[src/rtl/ifs_pkg.sv]
package ifs_pkg;

  localparam int BYTE_W    = 8;
  localparam int NUM_KINDS = 10;
  localparam int INSN_LEN  = 3;

  typedef enum logic [3:0] {
    K_MOV  = 4'd0,
    K_ADD  = 4'd1,
    K_SUB  = 4'd2,
    K_JMP  = 4'd3,
    K_JZ   = 4'd4,
    K_JNZ  = 4'd5,
    K_CMPI = 4'd6,
    K_CMPR = 4'd7,
    K_MUL  = 4'd8,
    K_DIV  = 4'd9,
    K_HLT  = 4'd14,
    K_BAD  = 4'd15
  } op_kind_e;

  // Opcode for kind i sits at bits [i*8 +: 8].
  localparam logic [NUM_KINDS*BYTE_W-1:0] DEFAULT_OPMAP = {
    8'h0D, 8'h0C, 8'h09, 8'h07, 8'h06, 8'h05, 8'h04, 8'h03, 8'h02, 8'h01
  };

  typedef enum logic [2:0] {
    ST_REQ  = 3'd0,
    ST_DATA = 3'd1,
    ST_SHOW = 3'd2,
    ST_HALT = 3'd3,
    ST_TRAP = 3'd4
  } fetch_st_e;

endpackage

[src/rtl/ifs_op_lookup.sv]
module ifs_op_lookup
  import ifs_pkg::*;
#(
  parameter logic [NUM_KINDS*BYTE_W-1:0] OPMAP     = DEFAULT_OPMAP,
  parameter logic [BYTE_W-1:0]           HALT_CODE = 8'hFF
) (
  input  logic [BYTE_W-1:0] op_byte,
  output op_kind_e          kind,
  output logic              is_halt,
  output logic              is_multi
);

  logic [NUM_KINDS-1:0] hit;

  generate
    for (genvar g = 0; g < NUM_KINDS; g++) begin : g_match
      assign hit[g] = (op_byte == OPMAP[g*BYTE_W +: BYTE_W]);
    end
  endgenerate

  assign is_halt  = (op_byte == HALT_CODE);
  assign is_multi = |hit;

  always_comb begin
    kind = K_BAD;
    for (int i = 0; i < NUM_KINDS; i++) begin
      if (hit[i]) kind = op_kind_e'(i[3:0]);
    end
    if (is_halt) kind = K_HLT;
  end

endmodule

[src/rtl/ifs_pc_unit.sv]
module ifs_pc_unit #(
  parameter int ADDR_W = 8
) (
  input  logic              clk,
  input  logic              rst,
  input  logic              step,
  input  logic              load,
  input  logic [ADDR_W-1:0] load_addr,
  output logic [ADDR_W-1:0] pc
);

  always_ff @(posedge clk) begin
    if (rst)       pc <= '0;
    else if (load) pc <= load_addr;
    else if (step) pc <= pc + ADDR_W'(1);
  end

endmodule

[src/rtl/ifs_insn_hold.sv]
module ifs_insn_hold
  import ifs_pkg::*;
#(
  parameter int ADDR_W = 8
) (
  input  logic              clk,
  input  logic              rst,
  input  logic              flush,
  input  logic              take,
  input  logic              cap_op,
  input  logic              cap_a,
  input  logic              cap_b,
  input  logic [BYTE_W-1:0] byte_in,
  input  op_kind_e          kind_in,
  input  logic [ADDR_W-1:0] pc_in,
  output logic              valid,
  output logic [BYTE_W-1:0] opcode,
  output logic [BYTE_W-1:0] opa,
  output logic [BYTE_W-1:0] opb,
  output op_kind_e          kind,
  output logic [ADDR_W-1:0] ipc
);

  always_ff @(posedge clk) begin
    if (rst) begin
      valid  <= 1'b0;
      opcode <= '0;
      opa    <= '0;
      opb    <= '0;
      kind   <= K_BAD;
      ipc    <= '0;
    end else begin
      if (cap_op) begin
        opcode <= byte_in;
        kind   <= kind_in;
        ipc    <= pc_in;
      end
      if (cap_a) opa <= byte_in;
      if (cap_b) opb <= byte_in;
      if (flush || take) valid <= 1'b0;
      else if (cap_b)    valid <= 1'b1;
    end
  end

endmodule

[src/rtl/insn_fetch_seq.sv]
module insn_fetch_seq
  import ifs_pkg::*;
#(
  parameter int                          ADDR_W    = 8,
  parameter logic [NUM_KINDS*BYTE_W-1:0] OPMAP     = DEFAULT_OPMAP,
  parameter logic [BYTE_W-1:0]           HALT_CODE = 8'hFF
) (
  input  logic              clk,
  input  logic              rst,
  output logic              mem_rd_en,
  output logic [ADDR_W-1:0] mem_addr,
  input  logic [7:0]        mem_rdata,
  output logic [ADDR_W-1:0] pc,
  output logic              dec_valid,
  input  logic              dec_ready,
  output logic [7:0]        dec_opcode,
  output logic [3:0]        dec_kind,
  output logic [7:0]        dec_opa,
  output logic [7:0]        dec_opb,
  output logic [ADDR_W-1:0] dec_pc,
  input  logic              br_taken,
  input  logic [ADDR_W-1:0] br_target,
  output logic              halted,
  output logic              illegal
);

  localparam int IDX_W = $clog2(INSN_LEN);
  localparam logic [IDX_W-1:0] IDX_OP   = IDX_W'(0);
  localparam logic [IDX_W-1:0] IDX_A    = IDX_W'(1);
  localparam logic [IDX_W-1:0] IDX_LAST = IDX_W'(INSN_LEN - 1);

  fetch_st_e        st_q, st_d;
  logic [IDX_W-1:0] idx_q, idx_d;

  logic     stopped, br_go;
  logic     step, cap_op, cap_a, cap_b, take;
  op_kind_e lk_kind, hold_kind;
  logic     lk_halt, lk_multi;

  ifs_op_lookup #(
    .OPMAP    (OPMAP),
    .HALT_CODE(HALT_CODE)
  ) u_lookup (
    .op_byte (mem_rdata),
    .kind    (lk_kind),
    .is_halt (lk_halt),
    .is_multi(lk_multi)
  );

  ifs_pc_unit #(.ADDR_W(ADDR_W)) u_pc (
    .clk      (clk),
    .rst      (rst),
    .step     (step),
    .load     (br_go),
    .load_addr(br_target),
    .pc       (pc)
  );

  ifs_insn_hold #(.ADDR_W(ADDR_W)) u_hold (
    .clk    (clk),
    .rst    (rst),
    .flush  (br_go),
    .take   (take),
    .cap_op (cap_op),
    .cap_a  (cap_a),
    .cap_b  (cap_b),
    .byte_in(mem_rdata),
    .kind_in(lk_kind),
    .pc_in  (pc),
    .valid  (dec_valid),
    .opcode (dec_opcode),
    .opa    (dec_opa),
    .opb    (dec_opb),
    .kind   (hold_kind),
    .ipc    (dec_pc)
  );

  assign stopped   = (st_q == ST_HALT) || (st_q == ST_TRAP);
  assign br_go     = br_taken && !stopped;
  assign mem_rd_en = (st_q == ST_REQ);
  assign mem_addr  = pc;
  assign halted    = (st_q == ST_HALT);
  assign illegal   = (st_q == ST_TRAP);
  assign dec_kind  = hold_kind;

  always_comb begin
    st_d   = st_q;
    idx_d  = idx_q;
    step   = 1'b0;
    cap_op = 1'b0;
    cap_a  = 1'b0;
    cap_b  = 1'b0;
    take   = 1'b0;
    if (br_go) begin
      st_d  = ST_REQ;
      idx_d = IDX_OP;
    end else begin
      unique case (st_q)
        ST_REQ: st_d = ST_DATA;
        ST_DATA: begin
          step = 1'b1;
          if (idx_q == IDX_OP) begin
            if (lk_halt) begin
              st_d = ST_HALT;
            end else if (!lk_multi) begin
              st_d = ST_TRAP;
            end else begin
              cap_op = 1'b1;
              idx_d  = IDX_A;
              st_d   = ST_REQ;
            end
          end else if (idx_q == IDX_LAST) begin
            cap_b = 1'b1;
            idx_d = IDX_OP;
            st_d  = ST_SHOW;
          end else begin
            cap_a = 1'b1;
            idx_d = idx_q + IDX_W'(1);
            st_d  = ST_REQ;
          end
        end
        ST_SHOW: begin
          if (dec_ready) begin
            take = 1'b1;
            st_d = ST_REQ;
          end
        end
        default: ;
      endcase
    end
  end

  always_ff @(posedge clk) begin
    if (rst) begin
      st_q  <= ST_REQ;
      idx_q <= IDX_OP;
    end else begin
      st_q  <= st_d;
      idx_q <= idx_d;
    end
  end

  // Assertions next to the sequencer

  assert_pc_step_R2: assert property (@(posedge clk) disable iff (rst)
    !br_taken |=> (pc == $past(pc) || pc == $past(pc) + ADDR_W'(1)));

  assert_hold_stable_R5: assert property (@(posedge clk) disable iff (rst)
    (dec_valid && !dec_ready && !br_taken) |=>
      (dec_valid && $stable(dec_opcode) && $stable(dec_opa) &&
       $stable(dec_opb) && $stable(dec_pc) && $stable(dec_kind)));

  assert_no_read_while_shown_R5: assert property (@(posedge clk) disable iff (rst)
    dec_valid |-> !mem_rd_en);

  assert_halt_sticky_R6: assert property (@(posedge clk) disable iff (rst)
    halted |=> (halted && $stable(pc) && !mem_rd_en && !dec_valid));

  assert_trap_sticky_R7: assert property (@(posedge clk) disable iff (rst)
    illegal |=> (illegal && $stable(pc) && !mem_rd_en && !dec_valid));

  assert_exclusive_status_R7: assert property (@(posedge clk) disable iff (rst)
    $onehot0({halted, illegal, dec_valid}));

  assert_branch_redirect_R8: assert property (@(posedge clk) disable iff (rst)
    (br_taken && !halted && !illegal) |=>
      (!dec_valid && mem_rd_en && pc == $past(br_target)));

endmodule

[config.mk]
export PLATFORM = sky130hd
export DESIGN_NAME = insn_fetch_seq
export DESIGN_NICKNAME = d
export VERILOG_FILES = /design/src/rtl/ifs_pkg.sv /design/src/rtl/ifs_op_lookup.sv /design/src/rtl/ifs_pc_unit.sv /design/src/rtl/ifs_insn_hold.sv /design/src/rtl/insn_fetch_seq.sv
export SDC_FILE = /design/constraint.sdc
export NUM_CORES = 1
export LEC_CHECK = 0
export BUFFER_PORTS_ARGS = -buffer_cell sky130_fd_sc_hd__buf_2
export CELL_PAD_IN_SITES_DETAIL_PLACEMENT = 1
export CELL_PAD_IN_SITES_GLOBAL_PLACEMENT = 2
export CORE_UTILIZATION = 29
export DETAILED_ROUTE_END_ITERATION = 16
export PLACE_DENSITY_LB_ADDON = 0.1
export SLEW_MARGIN = 20
export SYNTH_ARGS = -nofsm -noshare
export SYNTH_HDL_FRONTEND = slang
export SYNTH_SLANG_ARGS = --single-unit
[constraint.sdc]
create_clock -name clk -period 2.74 [get_ports clk]
set_clock_uncertainty 0.15 [all_clocks]
set_input_delay 0.137 -clock clk [delete_from_list [all_inputs] [get_ports clk]]
set_output_delay 0.137 -clock clk [all_outputs]
set_load 0.01 [all_outputs]
---- Word-level counts from Yosys, hierarchy flattened ----
Cells that the tools add are included.
W data, S select, Z words.
cells by class
  $add $sub $neg .......................... 2
  eq/ne operators ......................... 19
  mux-type cells .......................... 41
  reductions and logical operators ........ 13
operator list
  operator               number
  $mux W4                11
  $eq A8 B3 Y1 const B   4
  $eq A8 B4 Y1 const B   3
  $mux W1                18
  $eq A8 B2 Y1 const B   2
  $mux W8                2
  $mux W3                4
  $mux W2                5
  $reduce_or A10 Y1      1
  $pmux W3 S3            1
  $add A8 B1 Y8 const B  1
  $eq A8 B1 Y1 const B   1
  $eq A8 B8 Y1 const B   1
  $eq A3 B2 Y1 const B   2
  $ne A2 B2 Y1 const B   3
  $reduce_or A2 Y1       2
  $eq A3 B1 Y1 const B   1
  $eq A3 B3 Y1 const B   1
  $logic_not A3 Y1       1
  $reduce_and A3 Y1      1
  $reduce_bool A3 Y1     1
  $add A2 B1 Y2 const B  1
  $eq A2 B2 Y1 const B   1
  $logic_not A2 Y1       1
  other kinds (5)        6
word-level totals
  register bits ........................... 50
  input port bits ......................... 20
  output and inout bits ................... 56
  logic and storage cells ................. 84

---- Longest topological paths before layout ----
Gate-level depths: netlist of run 1.
  depth after elaboration ................. 12
  depth in mapped cells ................... 7
  depth with buffers taken out ............ 4

---- Hierarchy ----
Synthesis of run 1 repeated with hierarchy kept, for this count alone.
unflattened totals
  cells, all modules ...................... 240
  area, all modules ....................... 2331.0 sq um
modules (own cells, without submodules)
  module          instances  cells an instance  area each (sq um)  seq. area each (sq um)
  ifs_insn_hold   1          120                1337.5             740.7
  ifs_pc_unit     1          53                 464.2              160.2
  insn_fetch_seq  1          47                 392.9              100.1
  ifs_op_lookup   1          20                 136.4              0.0

---- Least setup slack after synthesis of run 1 ----
No wires, ideal clock.
  kind .................................... register to register
  start point ............................. register st_q[2]
  end point ............................... register u_hold.ipc[0]
  setup time .............................. 0.072 ns
  data arrival time ....................... 1.784 ns
  data required time ...................... 2.518 ns
  setup slack ............................. 0.735 ns
  cell stages (with the launch flop) ...... 8
  buffers on the path ..................... 3
  period minus slack after synthesis ...... 2.005 ns
  cell sequence ........................... dfxtp_1 buf_4 or3b_1 buf_2 and3_1 nor4b_2 buf_4 mux2i_1
between the ends
  word-level cells in the longest chain between the ends .. 5
  elaborated cells between the ends (all ways) .. 8
  classes of those cells .................. eq/ne: 3; mux: 2; reduce/logical: 3
ends and longest elaborated chain
  item                                          RTL line               source
  start, declared                               insn_fetch_seq.sv:32   fetch_st_e st_q, st_d;
  start signal, assigned                        insn_fetch_seq.sv:138  st_q <= st_d;
  $eq A3 B2 Y1 or $eq A3 B3 Y1 (tied branches)  insn_fetch_seq.sv:78   assign stopped = (st_q == ST_HALT) || (st_q == ST_TRAP);
  $logic_or A1 B1 Y1                            insn_fetch_seq.sv:78
  $logic_not A1 Y1                              insn_fetch_seq.sv:79   assign br_go = br_taken && !stopped;
  $logic_and A1 B1 Y1                           insn_fetch_seq.sv:79
  $mux W1 *                                     insn_fetch_seq.sv:94   if (br_go) begin
  end signal, assigned                          ifs_insn_hold.sv:36    ipc <= pc_in;
  end, declared                                 ifs_insn_hold.sv:21    output logic [ADDR_W-1:0] ipc
Mark *: on every way between the ends. The rest lies on a longest branch, timed or not.
A chain may end at the register's enable or synchronous reset.

---- Final worst setup path of run 1 ----
  start point ............................. input port mem_rdata[6]
  end point ............................... register u_hold.ipc[4]
between the ends
  word-level cells in the longest chain between the ends .. 7
  elaborated cells between the ends (all ways) .. 17
  classes of those cells .................. eq/ne: 11; mux: 5; reduce/logical: 1
ends and longest elaborated chain
  item                                  RTL line               source
  start, declared                       insn_fetch_seq.sv:12   input logic [7:0] mem_rdata,
  $eq A8 B1 Y1 (tied with other cells)  ifs_op_lookup.sv:17    assign hit[g] = (op_byte == OPMAP[g*BYTE_W +: BYTE_W]);
  $reduce_or A10 Y1                     ifs_op_lookup.sv:22    assign is_multi = |hit;
  $mux W1                               insn_fetch_seq.sv:105  end else if (!lk_multi) begin
  $mux W1 *                             insn_fetch_seq.sv:103  if (lk_halt) begin
  $mux W1 *                             insn_fetch_seq.sv:102  if (idx_q == IDX_OP) begin
  $mux W1 *                             insn_fetch_seq.sv:98   unique case (st_q)
  $mux W1 *                             insn_fetch_seq.sv:94
Marked as above.

==> impl_metrics.tcl, run 1 <==
set metrics [dict create \
    outcome "completed" \
    tightest_slew_ns 0.974 \
    switchingPower_mw 0.360 \
    cts_buffer_depth 2 \
    arrival_ns 2.52 \
    wl_met1_um 3050 \
    internal-power_mw 1.08 \
    synth_commonest_cells "50 x dfxtp_1, 35 x nor2_1, 32 x mux2i_1" \
    grt_pass1_wl_um 9670 \
    drt.antenna.violating_nets 0 \
    synth_edf_count 0 \
    relSlewSlack_pct 35.0 \
    dr.first_iter.drc_count 54 \
    fmax_ghz 0.409 \
    tritoncts "done" \
    final_util_pct 38.2 \
    drt-total-wl_um 5920 \
    synth_cell_types 37 \
    peakVddDrop_uv 190 \
    portBuffers 75 \
    clk_pin_slew_worst_paths_ns 0.10 \
    crit_fanout 20 \
    powerDensity_mw_per_mm2 489 \
    clockRootBuffer "clkbuf_8" \
    power.share.clock_pct 36.4 \
    slew_viol_final 0 \
    synth.area.top_cells "dfxtp_1 43%, mux2i_1 14%, nand2b_1 7.3%" \
    ys_seq_area_share_pct 43.1 \
    share_comb_of_total_power_pct 10.9 \
    timing.max_cap.violations 0 \
    highest_layer "met4" \
    die_area_mm2 0.00836 \
    syn_inst 252 \
    tns_ns 0 \
    fp.coreArea_mm2 0.00773 \
    ctsHoldBuffers 12 \
    synth_top_area_share_pct 43.1 \
    cts_made_buffers 5 \
    route.vias.total 1974 \
    crit_type "in -> reg" \
    ctsResizeCount 0 \
    drc 0 \
    final_net_count 346 \
    grt_pass1_vias 1874 \
    yosysTopAreaCell "dfxtp_1" \
    antenna_found_initial 0 \
    via_per_inst 4.61 \
    dpl.hpwl_um 4060 \
    dr.pass1.iters 4 \
    synth-main-ff-cell "dfxtp_1" \
    synth_fp_nets 273 \
    startpoint_type "input port" \
    cp-end-kind "register" \
    p_sw_share_pct 25.0 \
    dr_wl_met3_um 231 \
    h-tree-depth 2 \
    overflow 0 \
    drive_above_1_share_pct 28.2 \
    syn_avg_cell_area_um2 9.21 \
    area_delta_synth_final_pct 27.2 \
    gp_congestion 0.727 \
    min_period_ns 2.45 \
    ys_seq_elements 50 \
    min_period_over_period_pct 89.2 \
    ios 76 \
    die_x_um 91.4 \
    final_hold_viol_count 0 \
    rows 32 \
    required_ns 2.82 \
    cts.sinks 50 \
    gr-usage-all-layers_pct 14.4 \
    synth_warnings 0 \
    setup_viol 0 \
    ys_async_sr_fraction_pct 0 \
    hold_class "in -> reg" \
    wl_per_cell_um 13.8 \
    synth.most_common_cell "dfxtp_1" \
    insertion_delay_ns 0.30 \
    start_util_pct 30.0 \
    diodes 0 \
    grt_max_degree 60 \
    met2_length_um 2600 \
    p_seq_share_pct 52.7 \
    fp.dieH_um 91.4 \
    p_leak_nw 1.18 \
    netlist_area_mm2 0.00232 \
    grt_setup_unrepaired "false" \
    post-cts-setup-buffers 0 \
]
[cells by family after synthesis]
group           Yosys count  synth area share, %
mux                      32                 13.8
xor+xnor                  6                 2.27
simple gates            107                 24.6
buf+inv                  29                 6.96
compound gates           27                 8.63
flops                    50                 43.1
fa+ha+maj                 1                0.539
[registers in the layout, summed over array words and instances, names as in the netlist, 2 cells and up]
name	flops
u_hold.kind	4
u_hold.opcode	8
u_hold.opa	8
u_pc.pc	8
idx_q	2
st_q	3
u_hold.opb	8
u_hold.ipc	8
[routing by layer]
layer	up-vias	GRT usage, %
met5	-	0
met4	0	3.97
met3	2	3.18
met2	42	22.1
met1	934	20.2
li1	996	-
[power groups by stage]
stage	Sequential (mW)	Combinational (mW)	Clock, mW
floorplan	0.777	0.0970	0
global placement	0.779	0.145	0
detailed placement	0.780	0.146	0
CTS	0.763	0.159	0.552
global route	0.765	0.174	0.578
finish	0.761	0.157	0.525
[final cells by class]
class / instances / area, um2
Clock inverter: 2 / 37.5
Clock buffer: 6 / 72.6
Multi-Input combinational cell: 173 / 1170
Timing Repair Buffer: 91 / 526
Tap cell: 102 / 128
Fill cell: 942 / 4780
Inverter: 4 / 15.0
Sequential cell: 50 / 1000
[layout by cell type, fill, tap and decap left out, types with 2 or more instances in the layout]
cell type / synthesis / final
and3_1: 2 / 2
nor3b_1: 4 / 4
a311oi_1: 3 / 2
a211oi_1: 8 / 8
xor2_1: 3 / 3
or3b_1: 2 / 2
dlygate4sd3_1: 0 / 12
nand4_1: 3 / 3
inv_1: 4 / 4
buf_4: 11 / 4
nand3_1: 4 / 4
nand2b_1: 27 / 27
buf_2: 3 / 75
clkbuf_8: 0 / 5
o21ai_0: 2 / 2
nand2_1: 11 / 11
nand3b_1: 3 / 3
dfxtp_1: 50 / 50
or3_1: 2 / 2
nor3_1: 8 / 8
a21oi_1: 8 / 8
nor2_1: 35 / 35
mux2i_1: 32 / 32
xnor2_1: 3 / 3
[worst paths after layout]
check                    from                to  slack [ns]  cells after the start
min              mem_rdata[0]  u_hold.opcode[0]        0.02                      3
min reg2reg  u_hold.opcode[4]  u_hold.opcode[4]        0.33                      1
max              mem_rdata[6]     u_hold.ipc[4]        0.29                      7
max reg2reg           st_q[2]     u_hold.ipc[4]        0.42                      5
[metrics by stage]
stage / cell area, um2 / setup slack [ns] / hold WS (ns) / power, mW / instances
3_5_place_dp: 2720 / 0.417 / 0.287 / 0.925 / 408
2_1_floorplan: 2320 / 0.735 / 0.134 / 0.874 / 252
3_3_place_gp: 2720 / 0.454 / 0.278 / 0.924 / 408
4_1_cts: 2950 / 0.276 / 0.00867 / 1.47 / 428
5_1_grt: 2950 / 0.153 / 0.0356 / 1.52 / 428
6_report: 2950 / 0.295 / 0.0183 / 1.44 / 428
[worst max-delay path, stage by stage]
cell and delay (ns):
dlygate4sd3_1 0.53, buf_2 0.14, or4_1 0.55, a211o_1 0.35, nor4b_4 0.22, buf_4 0.35
mux2i_1 0.24
(Power assumes the default switching activity.)
==> inputs of run 2 (changes only) <==
--- a/config.mk
+++ b/config.mk
@@ -5,10 +5,11 @@
 export SDC_FILE = /design/constraint.sdc
 export NUM_CORES = 1
 export LEC_CHECK = 0
+export ABC_AREA = 1
 export BUFFER_PORTS_ARGS = -buffer_cell sky130_fd_sc_hd__buf_2
 export CELL_PAD_IN_SITES_DETAIL_PLACEMENT = 1
 export CELL_PAD_IN_SITES_GLOBAL_PLACEMENT = 2
-export CORE_UTILIZATION = 29
+export CORE_UTILIZATION = 27
 export DETAILED_ROUTE_END_ITERATION = 16
 export PLACE_DENSITY_LB_ADDON = 0.1
 export SLEW_MARGIN = 20
==> run 2 against run 1 <==
The flow now finishes with violations (DRC). Sequential share of layout area shrank 1.3 points. Via count increased by 25%. Combinational power is 27% higher. Fmax rose by 0.62%. Critical endpoint is now u_pc.pc[2]. Largest power group unchanged.
==> impl_metrics.tcl, run 2 <==
set metrics [dict create \
    setup_viol 0 \
    via_per_inst 4.59 \
    synth.area.top_cells "dfxtp_1 40%, nand2_1 9.8%, inv_1 8.3%" \
    crit_type "reg -> reg" \
    power.share.clock_pct 30.2 \
    critPathMostFrequentCell "nand2_1" \
    clk_pin_slew_worst_paths_ns 0.09 \
    tritoncts "done" \
    cts_made_buffers 5 \
    area_delta_synth_final_pct 23.7 \
    holdWs_ns 0.0183 \
    dr.first_iter.drc_count 96 \
    synth.most_common_cell "nand2_1" \
    dpl.hpwl_um 5270 \
    min_period_over_period_pct 88.7 \
    final_net_count 451 \
    final_util_pct 34.9 \
    arrival_ns 2.53 \
    dp.cells 518 \
    critPathSlowestCell "dlygate4sd3_1" \
    overflow 0 \
    seqCellArea_mm2 0.00100 \
    grt_max_degree 27 \
    multi_input_area_mm2 0.00109 \
    startpoint_type "register" \
    switchingPower_mw 0.387 \
    timing.max_cap.violations 0 \
    gp_congestion 0.746 \
    ios 76 \
    portBuffers 75 \
    synth_fp_nets 375 \
    rows 34 \
    synth-main-ff-cell "dfxtp_1" \
    internal-power_mw 0.992 \
    max_stage_delay_ns 0.56 \
    cp-end-kind "register" \
    syn_inst 354 \
    gr-usage-all-layers_pct 15.5 \
    yosysTopAreaCell "dfxtp_1" \
    grt_pass1_wl_um 12100 \
    drt-total-wl_um 7060 \
    ys_seq_area_share_pct 40.3 \
    grt_setup_unrepaired "false" \
    mostFrequentLayoutCells "75 x buf_2, 65 x nand2_1, 55 x inv_1" \
    fp.dieH_um 97.9 \
    relSlewSlack_pct 65.0 \
    worst_slack_ns 0.310 \
    dr.pass1.iters 10 \
    fp.coreArea_mm2 0.00881 \
    synth_cell_types 31 \
    h-tree-depth 2 \
    synth_warnings 0 \
    tns_ns 0 \
    p_total_mw 1.38 \
    outcome "complete, but fails checks" \
    synth-simple-area-share_pct 30.1 \
    ys_seq_elements 50 \
    wl_per_cell_um 13.1 \
    share_comb_of_total_power_pct 14.5 \
    fillers 1157 \
    final_cells 538 \
    die_area_mm2 0.00959 \
    die_x_um 97.9 \
    drt.antenna.violating_nets 0 \
    clockRootBuffer "clkbuf_8" \
    diodes 0 \
    dp_slack_ns 0.791 \
    slew_viol_final 0 \
    start_util_pct 28.2 \
    synth_top_area_share_pct 40.3 \
    min_period_ns 2.43 \
    worstHoldStart "br_target[1]" \
    synth_commonest_cells "65 x nand2_1, 55 x inv_1, 50 x dfxtp_1" \
    reg2reg_from "st_q[2]" \
    violations "DRC" \
    p_seq_share_pct 55.3 \
    required_ns 2.84 \
    peakVddDrop_uv 164 \
    synth_compound_area_share_pct 12.9 \
    muxShareOfSynthArea_pct 0 \
    final_common_cell "buf_2" \
    cts_buffer_depth 2 \
    synth_edf_count 0 \
    syn_avg_cell_area_um2 7.02 \
    crit_path_start "st_q[2]" \
    ys_async_sr_fraction_pct 0 \
    grt_pass1_vias 2436 \
    p_leak_nw 1.54 \
    synth-adder-area-share_pct 0.504 \
    cts.sinks 50 \
    post-cts-setup-buffers 0 \
    final_hold_viol_count 0 \
    route.vias.total 2467 \
    synth_top_family_by_area "simple AND/OR/NAND/NOR gates" \
    drc 4 \
    fmax_ghz 0.412 \
    p_sw_share_pct 28.0 \
    insertion_delay_ns 0.30 \
    tightest_slew_ns 0.523 \
    drive_above_1_share_pct 25.1 \
    synthXorXnorAreaFrac_pct 0.352 \
    crit_fanout 26 \
    powerDensity_mw_per_mm2 449 \
    crit_chain "inv_2 > nor3_2 > nor2_1 > nand2_2 > nand2_1 > inv_1 > nand2_1 > a31oi_1 > dlygate4sd3_1" \
    fin_area_mm2 0.00307 \
    netlist_area_mm2 0.00248 \
    antenna_found_initial 0 \
    dpl-instance-area_mm2 0.00287 \
    hold_class "in -> reg" \
]
==> run 2: cell count changes after synthesis, moves of 6 or more <==
cell	before	now
a211oi_1	8	1
a21oi_1	8	21
clkbuf_1	10	4
inv_1	4	55
mux2i_1	32	0
nand2_1	11	65
nand2_2	0	9
nand2b_1	27	0
nand3_1	4	16
nand4_1	3	20
o21ai_0	2	27
==> run 2: final timing paths <==
check | endpoint | slack (ns) | cells past startpoint
max | u_pc.pc[2] | 0.31 | 9
min | u_pc.pc[1] | 0.02 | 3
max reg2reg | u_pc.pc[2] | 0.31 | 9
min reg2reg | u_hold.opcode[5] | 0.29 | 2
==> run 2: power groups by stage <==
stage	Clock (mW)	Combinational, mW	Sequential (mW)
after detailed placement	0	0.189	0.779
after global placement	0	0.188	0.779
after CTS	0.452	0.204	0.763
after floorplan	0	0.125	0.779
after global routing	0.472	0.227	0.766
final	0.416	0.200	0.762
==> run 2: final cells by class <==
type                       instances  share of cell area (%)
timing repair buffer              92                    17.4
tap                              108                    4.40
sequential                        50                    32.6
clock buffer                       7                    2.48
multi-input combinational        219                    35.5
inverter                          62                    7.61
==> run 2: layer usage <==
| metal | vias up | global-route usage (%) | part of all wire (%) |
|---|---|---|---|
| met5 | - | 0 | 0 |
| met4 | 0 | 4.20 | 0.99 |
| met3 | 7 | 3.01 | 3.7 |
| met2 | 48 | 25.7 | 45 |
| met1 | 1141 | 20.5 | 50 |
| li1 | 1271 | - | - |
==> run 2: cells by family (layout without fill, tap and decap cells) <==
family,after synthesis,count (layout)
buffers and inverters,85,161
AOI/OAI and AO/OA,60,60
and+or+nand+nor,157,157
DFF,50,50
adders and majority gates,1,1
xor gates and xnor gates,1,1
==> run 2: worst max-delay path: cells and delay by family, from the launching register on <==
family                 cells  cell delay (ns)
flip-flops                 1             0.42
buffers and inverters      3             0.78
AO/OA/AOI/OAI              1             0.12
AND/OR/NAND/NOR            5             0.90
==> run 2: what timing repair did <==
item	4_1_cts	5_1_grt
endpoints found under the hold margin	14	0
resized for setup	0	0
hold buffers	13	0
setup endpoints to repair	0	0
==> inputs of run 3 (changes only) <==
--- a/config.mk
+++ b/config.mk
@@ -9,10 +9,11 @@
 export BUFFER_PORTS_ARGS = -buffer_cell sky130_fd_sc_hd__buf_2
 export CELL_PAD_IN_SITES_DETAIL_PLACEMENT = 1
 export CELL_PAD_IN_SITES_GLOBAL_PLACEMENT = 2
-export CORE_UTILIZATION = 27
+export CORE_UTILIZATION = 25
 export DETAILED_ROUTE_END_ITERATION = 16
 export PLACE_DENSITY_LB_ADDON = 0.1
 export SLEW_MARGIN = 20
 export SYNTH_ARGS = -nofsm -noshare
 export SYNTH_HDL_FRONTEND = slang
+export SYNTH_HIERARCHICAL = 1
 export SYNTH_SLANG_ARGS = --single-unit
==> constraint.sdc (replaced) <==
create_clock -name clk -period 1.95 [get_ports clk]
set_clock_uncertainty 0.15 [all_clocks]
set_input_delay 0.0975 -clock clk [delete_from_list [all_inputs] [get_ports clk]]
set_output_delay 0.0975 -clock clk [all_outputs]
set_load 0.01 [all_outputs]
==> run 3 against run 2 <==
The run now ends clean. Cell count grew 18%. Fmax increased by 42%. Synthesized cell count grew 17%. Total power increased by 56%. Wire length up 8.5%. Critical path depth is 1 lower. First-iteration DRC count is 3.1% lower. Sequential share of layout area fell by 3.6 points. Worst hold slack better by 0.024 ns. Worst setup slack worse by 0.070 ns. Via count increased by 6.7%. Largest cell class unchanged. Largest power group unchanged.
==> impl_metrics.tcl, run 3 <==
set metrics [dict create \
    outcome "completed" \
    ys_seq_elements 50 \
    drt-total-wl_um 7660 \
    grt_setup_unrepaired "false" \
    cp-end-kind "register" \
    synth_fp_nets 434 \
    powerDensity_mw_per_mm2 625 \
    route.vias.total 2633 \
    fmax_ghz 0.585 \
    dpl.hpwl_um 5900 \
    relSlewSlack_pct 69.8 \
    dp.cells 617 \
    synth-main-ff-cell "dfxtp_1" \
    fp.coreArea_mm2 0.0108 \
    critPathSlowestCell "dfxtp_1" \
    dr.first_iter.drc_count 93 \
    tritoncts "done" \
    diodes 0 \
    grt_max_degree 38 \
    max_stage_delay_ns 0.49 \
    holdWs_ns 0.0422 \
    drive_above_1_share_pct 33.2 \
    p_total_mw 2.16 \
    post-cts-setup-buffers 0 \
    via_per_inst 4.15 \
    final_hold_viol_count 0 \
    wl_per_cell_um 12.1 \
    cts_buffer_depth 2 \
    clockRootBuffer "clkbuf_8" \
    synth_edf_count 0 \
    hold_class "in -> reg" \
    tns_ns 0 \
    slew_viol_final 0 \
    syn_inst 413 \
    timing.max_cap.violations 0 \
    tightest_slew_ns 0.453 \
    grt_pass1_vias 2630 \
    final_common_cell "nand2_1" \
    synth_warnings 6 \
    min_period_ns 1.71 \
    final_cells 634 \
    yosysTopAreaCell "dfxtp_1" \
    syn_avg_cell_area_um2 6.76 \
    crit_fanout 7 \
    drt.antenna.violating_nets 0 \
    gr-usage-all-layers_pct 14.1 \
    ys_async_sr_fraction_pct 0 \
    overflow 0 \
    synth_commonest_cells "95 x nand2_1, 83 x nor2_1, 50 x dfxtp_1" \
    synth_top_area_share_pct 35.9 \
    grt_pass1_wl_um 12800 \
    synth.most_common_cell "nand2_1" \
    die_x_um 108 \
    portBuffers 75 \
    crit_type "reg -> reg" \
    final_net_count 514 \
    synth_cell_types 31 \
    fp.dieH_um 108 \
    die_area_mm2 0.0116 \
    cts.sinks 50 \
    area_delta_synth_final_pct 23.7 \
    arrival_ns 1.82 \
    gp_congestion 0.775 \
    ys_seq_area_share_pct 35.9 \
    min_period_over_period_pct 87.7 \
    p_leak_nw 1.71 \
    synth.area.top_cells "dfxtp_1 36%, nand2_1 13%, nor2_1 11%" \
    startpoint_type "register" \
    cts_made_buffers 5 \
    dr.pass1.iters 6 \
    drc 0 \
    setup_viol 0 \
    ios 76 \
    clk_pin_slew_worst_paths_ns 0.11 \
    ctsResizeCount 0 \
    netlist_area_mm2 0.00279 \
    rows 38 \
    start_util_pct 25.7 \
    mostFrequentLayoutCells "95 x nand2_1, 83 x nor2_1, 75 x buf_2" \
    final_util_pct 31.8 \
    required_ns 2.06 \
    antenna_found_initial 0 \
    crit_chain "nand3_1 > nand3_2 > inv_1 > nor2_2 > nand2_1 > o211ai_1 > nand2_1 > inv_1" \
    insertion_delay_ns 0.31 \
    h-tree-depth 2 \
    peakVddDrop_uv 266 \
]
[run 3: area by class of cell]
cell class              count  area [um2]
fillers                  1391        7390
multi-input cells         285        1380
flip-flops and latches     50        1000
repair buffers             93         558
inverters                  58         220
well taps                 140         175
clock buffers               5        68.8
clock inverters             3        47.5
[run 3: metrics by stage]
stage | area [um2] | setup WS [ns]
floorplan | 2790 | 0.323
global placement | 3240 | 0.0951
detailed placement | 3240 | 0.0178
CTS | 3450 | 0.217
global route | 3450 | 0.0587
finish | 3450 | 0.240
[run 3: worst paths after layout]
kind	from	endpoint	slack [ns]	cells past startpoint
max	st_q[1]	u_pc/pc[0]	0.24	8
min	mem_rdata[4]	u_hold/opcode[4]	0.04	5
max reg2reg	st_q[1]	u_pc/pc[0]	0.24	8
min reg2reg	u_hold/kind[2]	u_hold/kind[2]	0.32	2
[run 3: layer usage]
metal	up-vias	GRT usage [%]	wire [um]	share of wire, %
met2	49	25.0	3700	48
met1	1185	17.4	3610	47
met3	5	2.66	280	3.7
met4	0	3.33	66	0.86
li1	1394	-	-	-
met5	-	0	0	0
[run 3: cells by family (layout without fill, tap and decap cells)]
| group | after synthesis | in the layout | synth area share (%) |
|---|---|---|---|
| AND/OR/NAND/NOR | 260 | 260 | 43.2 |
| buffers and inverters | 78 | 159 | 15.1 |
| flip-flops | 50 | 50 | 35.9 |
| AO/OA/AOI/OAI | 23 | 23 | 5.11 |
| adder cells (fa/ha/maj) | 1 | 1 | 0.448 |
| XOR/XNOR | 1 | 1 | 0.314 |
[run 3: critical path: cells and delay by family, from the launching register on]
| kind | cells | cell delay, ns |
|---|---|---|
| AOI/OAI and AO/OA | 1 | 0.10 |
| and+or+nand+nor | 5 | 0.75 |
| DFF | 1 | 0.49 |
| buffers and inverters | 2 | 0.17 |
[run 3: timing repair]
| action | CTS | global route |
|---|---|---|
| endpoints found under the setup margin | 0 | 0 |
| hold endpoints to repair | 8 | 0 |
| hold buffers | 9 | 0 |
[run 3: power by group]
group	total, mW	switching (mW)	internal, mW
clock	0.786	0.396	0.390
sequential	1.07	0.0294	1.04
combinational	0.299	0.185	0.115
